## config.mk

```make
export PLATFORM = sky130hd
export DESIGN_NAME = flash_cmd_frontend
export DESIGN_NICKNAME = d
export VERILOG_FILES = /design/src/rtl/flash_cmd_pkg.sv /design/src/rtl/fc_timebase.sv /design/src/rtl/fc_cmd_queue.sv /design/src/rtl/fc_sequencer.sv /design/src/rtl/flash_cmd_frontend.sv
export SDC_FILE = /design/constraint.sdc
export NUM_CORES = 1
export LEC_CHECK = 0
export BUFFER_PORTS_ARGS = -buffer_cell sky130_fd_sc_hd__buf_2
export CORE_MARGIN = 2
export CORE_UTILIZATION = 30
export CTS_CLUSTER_DIAMETER = 40
export DETAILED_ROUTE_END_ITERATION = 10
export PLACE_DENSITY_LB_ADDON = 0.2
export SLEW_MARGIN = 20
export SYNTH_ARGS = -nofsm -noshare
export SYNTH_HDL_FRONTEND = slang
export SYNTH_SLANG_ARGS = --single-unit
```

## constraint.sdc

```tcl
create_clock -name clk -period 4.95 [get_ports clk]
set_clock_uncertainty 0.2 [all_clocks]
set_input_delay 0.7425 -clock clk [delete_from_list [all_inputs] [get_ports clk]]
set_output_delay 0.7425 -clock clk [all_outputs]
set_load 0.1 [all_outputs]
```

## src/rtl/flash_cmd_pkg.sv

```systemverilog
package flash_cmd_pkg;
  typedef enum logic [1:0] {
    OP_NONE   = 2'd0,
    OP_PROG   = 2'd1,
    OP_ERASE  = 2'd2,
    OP_VERIFY = 2'd3
  } op_e;

  localparam int RA_DIV  = 0;
  localparam int RA_CTRL = 1;
  localparam int RA_STAT = 2;
  localparam int RA_ADDR = 3;
  localparam int RA_DATA = 4;
  localparam int RA_CMD  = 5;
endpackage

```

## src/rtl/fc_timebase.sv

```systemverilog
module fc_timebase #(
  parameter int DIV_W = 6
) (
  input  logic             clk,
  input  logic             rst,
  input  logic             run,
  input  logic [DIV_W-1:0] div,
  output logic             tick
);
  logic [DIV_W-1:0] cnt_q;

  // phase restarts whenever the sequencer is idle, so every phase is whole ticks
  assign tick = run && (cnt_q == div);

  always_ff @(posedge clk) begin
    if (rst || !run || tick) cnt_q <= '0;
    else                     cnt_q <= cnt_q + 1'b1;
  end
endmodule

```

## src/rtl/fc_cmd_queue.sv

```systemverilog
module fc_cmd_queue #(
  parameter int ENT_W = 30,
  parameter int HDR_W = 9
) (
  input  logic             clk,
  input  logic             rst,
  input  logic             push,
  input  logic [ENT_W-1:0] push_ent,
  input  logic             pop,
  output logic             act_valid,
  output logic [ENT_W-1:0] act_ent,
  output logic             buf_valid,
  output logic [HDR_W-1:0] buf_hdr
);
  logic [ENT_W-1:0] buf_q;

  assign buf_hdr = buf_q[ENT_W-1 -: HDR_W];

  always_ff @(posedge clk) begin
    if (rst) begin
      act_valid <= 1'b0;
      buf_valid <= 1'b0;
    end else if (pop) begin
      if (buf_valid) buf_valid <= 1'b0;
      else           act_valid <= push;
    end else if (push) begin
      if (!act_valid) act_valid <= 1'b1;
      else            buf_valid <= 1'b1;
    end
  end

  always_ff @(posedge clk) begin
    if (pop) begin
      if (buf_valid)  act_ent <= buf_q;
      else if (push)  act_ent <= push_ent;
    end else if (push) begin
      if (!act_valid) act_ent <= push_ent;
      else            buf_q   <= push_ent;
    end
  end

  AST_NO_PUSH_FULL: assert property (@(posedge clk) disable iff (rst) push |-> !buf_valid);
  AST_POP_HAS_ACT:  assert property (@(posedge clk) disable iff (rst) pop |-> act_valid);
endmodule

```

## src/rtl/fc_sequencer.sv

```systemverilog
module fc_sequencer
  import flash_cmd_pkg::*;
#(
  parameter int ROW_W        = 7,
  parameter int PROG_TICKS   = 6,
  parameter int ERASE_TICKS  = 200,
  parameter int VERIFY_TICKS = 4,
  parameter int RAMP_TICKS   = 3
) (
  input  logic             clk,
  input  logic             rst,
  input  logic             tick,
  input  logic             act_valid,
  input  logic [1:0]       act_op,
  input  logic [ROW_W-1:0] act_row,
  input  logic             buf_valid,
  input  logic [1:0]       buf_op,
  input  logic [ROW_W-1:0] buf_row,
  input  logic             blank_ok,
  output logic             run,
  output logic             pop,
  output logic             hv_en,
  output logic             arr_pgm,
  output logic             arr_ers,
  output logic             arr_vfy,
  output logic             vfail
);
  localparam int MAX_A = (PROG_TICKS > ERASE_TICKS) ? PROG_TICKS : ERASE_TICKS;
  localparam int MAX_B = (VERIFY_TICKS > RAMP_TICKS) ? VERIFY_TICKS : RAMP_TICKS;
  localparam int MAX_T = (MAX_A > MAX_B) ? MAX_A : MAX_B;
  localparam int CNT_W = $clog2(MAX_T + 1);

  typedef enum logic [1:0] {S_IDLE, S_RAMP, S_RUN} st_e;
  st_e              st_q;
  logic [CNT_W-1:0] cnt_q, dur;
  logic             needs_hv, keep_hv;

  always_comb begin
    case (act_op)
      OP_PROG:  dur = CNT_W'(PROG_TICKS - 1);
      OP_ERASE: dur = CNT_W'(ERASE_TICKS - 1);
      default:  dur = CNT_W'(VERIFY_TICKS - 1);
    endcase
  end

  assign needs_hv = (act_op == OP_PROG) || (act_op == OP_ERASE);
  assign keep_hv  = (act_op == OP_PROG) && buf_valid && (buf_op == OP_PROG) && (buf_row == act_row);
  assign run      = (st_q != S_IDLE);
  assign pop      = (st_q == S_RUN) && tick && (cnt_q == dur);
  assign arr_pgm  = (st_q == S_RUN) && (act_op == OP_PROG);
  assign arr_ers  = (st_q == S_RUN) && (act_op == OP_ERASE);
  assign arr_vfy  = (st_q == S_RUN) && (act_op == OP_VERIFY);

  always_ff @(posedge clk) begin
    if (rst) begin
      st_q  <= S_IDLE;
      cnt_q <= '0;
      hv_en <= 1'b0;
      vfail <= 1'b0;
    end else begin
      case (st_q)
        S_IDLE: begin
          cnt_q <= '0;
          if (act_valid) begin
            if (needs_hv && !hv_en) begin
              st_q  <= S_RAMP;
              hv_en <= 1'b1;
            end else begin
              st_q <= S_RUN;
            end
          end
        end
        S_RAMP: if (tick) begin
          if (cnt_q == CNT_W'(RAMP_TICKS - 1)) begin
            cnt_q <= '0;
            st_q  <= S_RUN;
          end else cnt_q <= cnt_q + 1'b1;
        end
        default: if (tick) begin
          if (cnt_q == dur) begin
            cnt_q <= '0;
            st_q  <= S_IDLE;
            hv_en <= keep_hv;
            if (act_op == OP_VERIFY) vfail <= !blank_ok;
          end else cnt_q <= cnt_q + 1'b1;
        end
      endcase
    end
  end

  AST_STROBE_EXCL:   assert property (@(posedge clk) disable iff (rst) $onehot0({arr_pgm, arr_ers, arr_vfy}));
  AST_WRITE_HAS_HV:  assert property (@(posedge clk) disable iff (rst) (arr_pgm || arr_ers) |-> hv_en);
  AST_VERIFY_NO_HV:  assert property (@(posedge clk) disable iff (rst) arr_vfy |-> !hv_en);
  AST_HV_DROP_OTHER: assert property (@(posedge clk) disable iff (rst) (pop && act_op != OP_PROG) |=> !hv_en);
endmodule

```

## src/rtl/flash_cmd_frontend.sv

```systemverilog
module flash_cmd_frontend
  import flash_cmd_pkg::*;
#(
  parameter int RA_W         = 3,
  parameter int DIV_W        = 6,
  parameter int ADDR_W       = 12,
  parameter int DATA_W       = 16,
  parameter int COL_W        = 5,
  parameter int PROG_TICKS   = 6,
  parameter int ERASE_TICKS  = 200,
  parameter int VERIFY_TICKS = 4,
  parameter int RAMP_TICKS   = 3
) (
  input  logic              clk,
  input  logic              rst,
  input  logic              reg_wr,
  input  logic [RA_W-1:0]   reg_addr,
  input  logic [DATA_W-1:0] reg_wdata,
  output logic [DATA_W-1:0] reg_rdata,
  output logic              irq_empty,
  output logic              irq_done,
  output logic              hv_en,
  output logic              arr_pgm,
  output logic              arr_ers,
  output logic              arr_vfy,
  output logic [ADDR_W-1:0] arr_addr,
  output logic [DATA_W-1:0] arr_wdata,
  input  logic              blank_ok
);
  localparam int ROW_W = ADDR_W - COL_W;
  localparam int HDR_W = 2 + ROW_W;
  localparam int ENT_W = 2 + ADDR_W + DATA_W;

  logic [DIV_W-1:0]  div_q;
  logic              locked_q, aerr_q;
  logic [1:0]        ien_q;
  logic [ADDR_W-1:0] stage_addr;
  logic [DATA_W-1:0] stage_data, rd_nxt;
  logic              cmd_wr, push, pop, run, tick, vfail;
  logic              act_valid, buf_valid, buf_empty, complete;
  logic [ENT_W-1:0]  act_ent;
  logic [HDR_W-1:0]  buf_hdr;

  assign cmd_wr    = reg_wr && (reg_addr == RA_W'(RA_CMD));
  assign push      = cmd_wr && locked_q && !buf_valid && (reg_wdata[1:0] != OP_NONE);
  assign buf_empty = !buf_valid;
  assign complete  = !act_valid && !buf_valid;
  assign arr_addr  = act_ent[DATA_W +: ADDR_W];
  assign arr_wdata = act_ent[DATA_W-1:0];

  always_ff @(posedge clk) begin
    if (rst) begin
      div_q      <= '0;
      locked_q   <= 1'b0;
      ien_q      <= '0;
      aerr_q     <= 1'b0;
      stage_addr <= '0;
      stage_data <= '0;
      irq_empty  <= 1'b0;
      irq_done   <= 1'b0;
    end else begin
      if (reg_wr && reg_addr == RA_W'(RA_DIV) && !locked_q) begin
        div_q    <= reg_wdata[DIV_W-1:0];
        locked_q <= 1'b1;
      end
      if (reg_wr && reg_addr == RA_W'(RA_CTRL)) ien_q      <= reg_wdata[1:0];
      if (reg_wr && reg_addr == RA_W'(RA_ADDR)) stage_addr <= reg_wdata[ADDR_W-1:0];
      if (reg_wr && reg_addr == RA_W'(RA_DATA)) stage_data <= reg_wdata;
      if (cmd_wr && !push)                                          aerr_q <= 1'b1;
      else if (reg_wr && reg_addr == RA_W'(RA_STAT) && reg_wdata[2]) aerr_q <= 1'b0;
      irq_empty <= ien_q[0] && buf_empty;
      irq_done  <= ien_q[1] && complete;
    end
  end

  always_comb begin
    rd_nxt = '0;
    case (reg_addr)
      RA_W'(RA_DIV): begin
        rd_nxt[DIV_W-1:0]  = div_q;
        rd_nxt[DATA_W-1]   = locked_q;
      end
      RA_W'(RA_CTRL): rd_nxt[1:0]        = ien_q;
      RA_W'(RA_STAT): rd_nxt[3:0]        = {vfail, aerr_q, complete, buf_empty};
      RA_W'(RA_ADDR): rd_nxt[ADDR_W-1:0] = stage_addr;
      RA_W'(RA_DATA): rd_nxt             = stage_data;
      default:        rd_nxt             = '0;
    endcase
  end

  always_ff @(posedge clk) begin
    if (rst) reg_rdata <= '0;
    else     reg_rdata <= rd_nxt;
  end

  fc_timebase #(.DIV_W(DIV_W)) tb_i (
    .clk(clk), .rst(rst), .run(run), .div(div_q), .tick(tick)
  );

  fc_cmd_queue #(.ENT_W(ENT_W), .HDR_W(HDR_W)) q_i (
    .clk(clk), .rst(rst), .push(push),
    .push_ent({reg_wdata[1:0], stage_addr, stage_data}),
    .pop(pop), .act_valid(act_valid), .act_ent(act_ent),
    .buf_valid(buf_valid), .buf_hdr(buf_hdr)
  );

  fc_sequencer #(
    .ROW_W(ROW_W), .PROG_TICKS(PROG_TICKS), .ERASE_TICKS(ERASE_TICKS),
    .VERIFY_TICKS(VERIFY_TICKS), .RAMP_TICKS(RAMP_TICKS)
  ) seq_i (
    .clk(clk), .rst(rst), .tick(tick),
    .act_valid(act_valid), .act_op(act_ent[ENT_W-1 -: 2]),
    .act_row(act_ent[ENT_W-3 -: ROW_W]),
    .buf_valid(buf_valid), .buf_op(buf_hdr[HDR_W-1 -: 2]),
    .buf_row(buf_hdr[ROW_W-1:0]), .blank_ok(blank_ok),
    .run(run), .pop(pop), .hv_en(hv_en),
    .arr_pgm(arr_pgm), .arr_ers(arr_ers), .arr_vfy(arr_vfy), .vfail(vfail)
  );

  AST_LOCK_HOLD:     assert property (@(posedge clk) disable iff (rst) locked_q |=> locked_q);
  AST_DIV_FROZEN:    assert property (@(posedge clk) disable iff (rst) locked_q |=> $stable(div_q));
  AST_EARLY_CMD_ERR: assert property (@(posedge clk) disable iff (rst) (cmd_wr && !locked_q) |=> aerr_q);
  AST_FULL_CMD_ERR:  assert property (@(posedge clk) disable iff (rst) (cmd_wr && buf_valid) |=> aerr_q);
endmodule

```

==> flow_summary.json <==
{
  "cts_hold_buf": 0,
  "synth_sequential_area_ratio_pct": 56.4,
  "slew_headroom_pct": 38.7,
  "antenna_found_initial": 0,
  "ir_worst_vdd_mv": 0.220,
  "h-tree-depth": 4,
  "n_fill_cell": 1981,
  "start_util_pct": 30.4,
  "ios": 73,
  "hold_ws_ns": 0.268,
  "crit_path_start_kind": "flop",
  "die_h_um": 144,
  "finalSetupTns_ns": 0,
  "power.total_uw": 2500,
  "n_antenna_cell": 0,
  "vias": 3892,
  "tightest_slew_ns": 0.912,
  "clk_pin_slew_ns": 0.06,
  "wl_um": 13000,
  "pre_cts_ws_ns": 1.66,
  "ys_ff_latch": 136,
  "cts_made_buffers": 17,
  "synth_enable_flop_cells": 60,
  "grt_pass1_wl_um": 20500,
  "syn2layout_area_growth_pct": 17.0,
  "final_util_pct": 35.5,
  "crit_required_ns": 4.84,
  "die-width_um": 144,
  "cp.arrival_ns": 2.78,
  "power.density_mw_per_mm2": 363,
  "critPathKind": "reg -> reg",
  "dp_hpwl_um": 8990,
  "worst-path-max-fanout": 19,
  "grt_max_degree": 69,
  "io_buffers": 72,
  "clock-root-buffer": "clkbuf_16",
  "drv_slew": 0,
  "drv_cap": 0,
  "grt_pass1_vias": 3765,
  "routedWlPerCell_um": 15.3,
  "rsz0062_at_grt": "no",
  "clock_latency_ns": 0.41,
  "cts_setup_buffers": 0,
  "timing.fmax_mhz": 346,
  "coreArea_mm2": 0.0194,
  "async_reset_ff_share_pct": 0,
  "grtUsageTotal_pct": 13.0,
  "place.gp.congestion": 0.822,
  "rows": 51,
  "antenna_left": 0,
  "holdCritPathClass": "reg -> reg",
  "critPathCaptureType": "flop",
  "synthesis.area_mm2": 0.00589,
  "final_common_cell": "dfxtp_1",
  "drtIter0Drc": 236,
  "fin_crit_sh_pct": 58.4,
  "dieArea_mm2": 0.0208,
  "yosysWarnings": 0,
  "cts_buffer_depth": 2,
  "grt_overflow": 0,
  "synthFlopType": "dfxtp_1",
  "drc_errors": 0,
  "finalSetupViolations": 0,
  "firstDrtPassIters": 5,
  "synth.distinct_cells": 52,
  "post_cts_resized": 0,
  "fin_ws_ns": 2.06,
  "clkSinkCount": 136,
  "finalNetCount": 599,
  "drive_gt1_share_pct": 25.1,
  "syn_inst": 528,
  "status": "finished, final reports clean",
  "syn_nets": 558,
  "hold_viol": 0,
  "cts_tree": "yes",
  "p_leak_uw": 0.00277,
  "viasPerCell": 4.60,
  "synth.avg_cell_area_um2": 11.2,
  "fin_crit_ns": 2.89,
  "layout.cells.most_common_list": "dfxtp_1, buf_2, nand2_1"
}
==> cell usage after synthesis, types with 2 or more instances <==
| library cell | count | area, um^2 |
|---|---|---|
| dfxtp_1 | 76 | 1520 |
| nand2_1 | 71 | 267 |
| edfxtp_1 | 60 | 1800 |
| a21oi_1 | 48 | 240 |
| nor2_1 | 40 | 150 |
| mux2_4 | 30 | 450 |
| buf_4 | 28 | 210 |
| clkbuf_1 | 17 | 63.8 |
| xor2_1 | 17 | 149 |
| mux2i_1 | 12 | 120 |
| nand3_1 | 12 | 60.1 |
| o21ai_0 | 9 | 45.0 |
| a22oi_1 | 8 | 60.1 |
| and2_1 | 7 | 43.8 |
| ha_1 | 7 | 87.6 |
| and3_1 | 6 | 37.5 |
| nor3b_1 | 6 | 45.0 |
| nand2b_1 | 5 | 31.3 |
| nor4_1 | 5 | 31.3 |
| buf_1 | 4 | 15.0 |
| inv_1 | 4 | 15.0 |
| nand4_1 | 4 | 25.0 |
| buf_6 | 3 | 33.8 |
| nor2b_1 | 3 | 18.8 |
| nor3_1 | 3 | 15.0 |
| nor4b_1 | 3 | 26.3 |
| o211ai_1 | 3 | 22.5 |
| o22ai_1 | 3 | 18.8 |
| o31ai_1 | 3 | 22.5 |
| or3_1 | 3 | 18.8 |
| a211oi_1 | 2 | 15.0 |
| a31oi_1 | 2 | 12.5 |
| mux2_2 | 2 | 22.5 |
| nand4b_1 | 2 | 17.5 |
| or2_2 | 2 | 12.5 |
| xnor2_1 | 2 | 17.5 |
==> layout make-up <==
cell class | instances | area, um^2 | area share, %
inverters | 4 | 15.0 | 0.218
multi-input cells | 335 | 2240 | 32.6
clock inverters | 15 | 153 | 2.21
well taps | 265 | 332 | 4.81
repair buffers | 75 | 403 | 5.84
flip-flops and latches | 136 | 3320 | 48.2
clock buffers | 17 | 425 | 6.17
==> critical path, stage by stage, from the launching register on <==
cell and delay (ns):
edfxtp_1 0.42, inv_1 0.06, ha_1 0.22, and3_1 0.20, o211a_1 0.25, nand3_1 0.16, nor2_1 0.09, nor2_2 0.56
buf_4 0.40
==> metrics by stage <==
stage / instance area [um^2] / cells
2_1_floorplan: 5890 / 528
3_3_place_gp: 6290 / 814
3_5_place_dp: 6290 / 814
4_1_cts: 6870 / 846
5_1_grt: 6900 / 847
6_report: 6900 / 847
==> path summary, 6_finish.rpt <==
path	slack [ns]	cells after the start	start	endpoint
setup reg to reg	2.06	8	q_i.act_ent[28]	q_i.buf_q[3]
setup / recovery	2.06	8	q_i.act_ent[28]	q_i.buf_q[3]
hold reg to reg	0.27	2	aerr_q	aerr_q
hold / removal	0.27	2	aerr_q	aerr_q
==> where the power goes <==
group | switching, uW | internal [uW]
logic | 59.9 | 28.7
clock network | 490 | 741
registers | 8.01 | 1170
total | 558 | 1940
==> sequential cells by signal (all words and copies together) (netlist names) <==
name,count
reg_rdata,16
q_i.buf_q,30
seq_i.vfail,1
seq_i.cnt_q,8
irq_empty,1
stage_data,16
q_i.act_ent,30
ien_q,2
tb_i.cnt_q,6
div_q,6
aerr_q,1
q_i.buf_valid,1
irq_done,1
stage_addr,12
seq_i.st_q,2
locked_q,1
seq_i.hv_en,1
q_i.act_valid,1
==> routing by layer <==
metal,GRT usage [%],vias up,routed length [um]
li1,-,1933,-
met1,16.4,1870,6050
met2,21.5,71,6230
met3,3.18,18,483
met4,5.37,0,225
met5,0,-,0
==> cell families (layout without fill, tap and decap cells) <==
family	after synthesis	count (layout)	synth area share [%]
xor+xnor	19	19	2.82
flops	136	136	56.4
simple gates	178	178	14.7
mux	44	44	10.1
fa+ha+maj	7	7	1.49
compound gates	87	87	8.75
buf+inv	57	111	5.82
(Power assumes the default switching activity.)
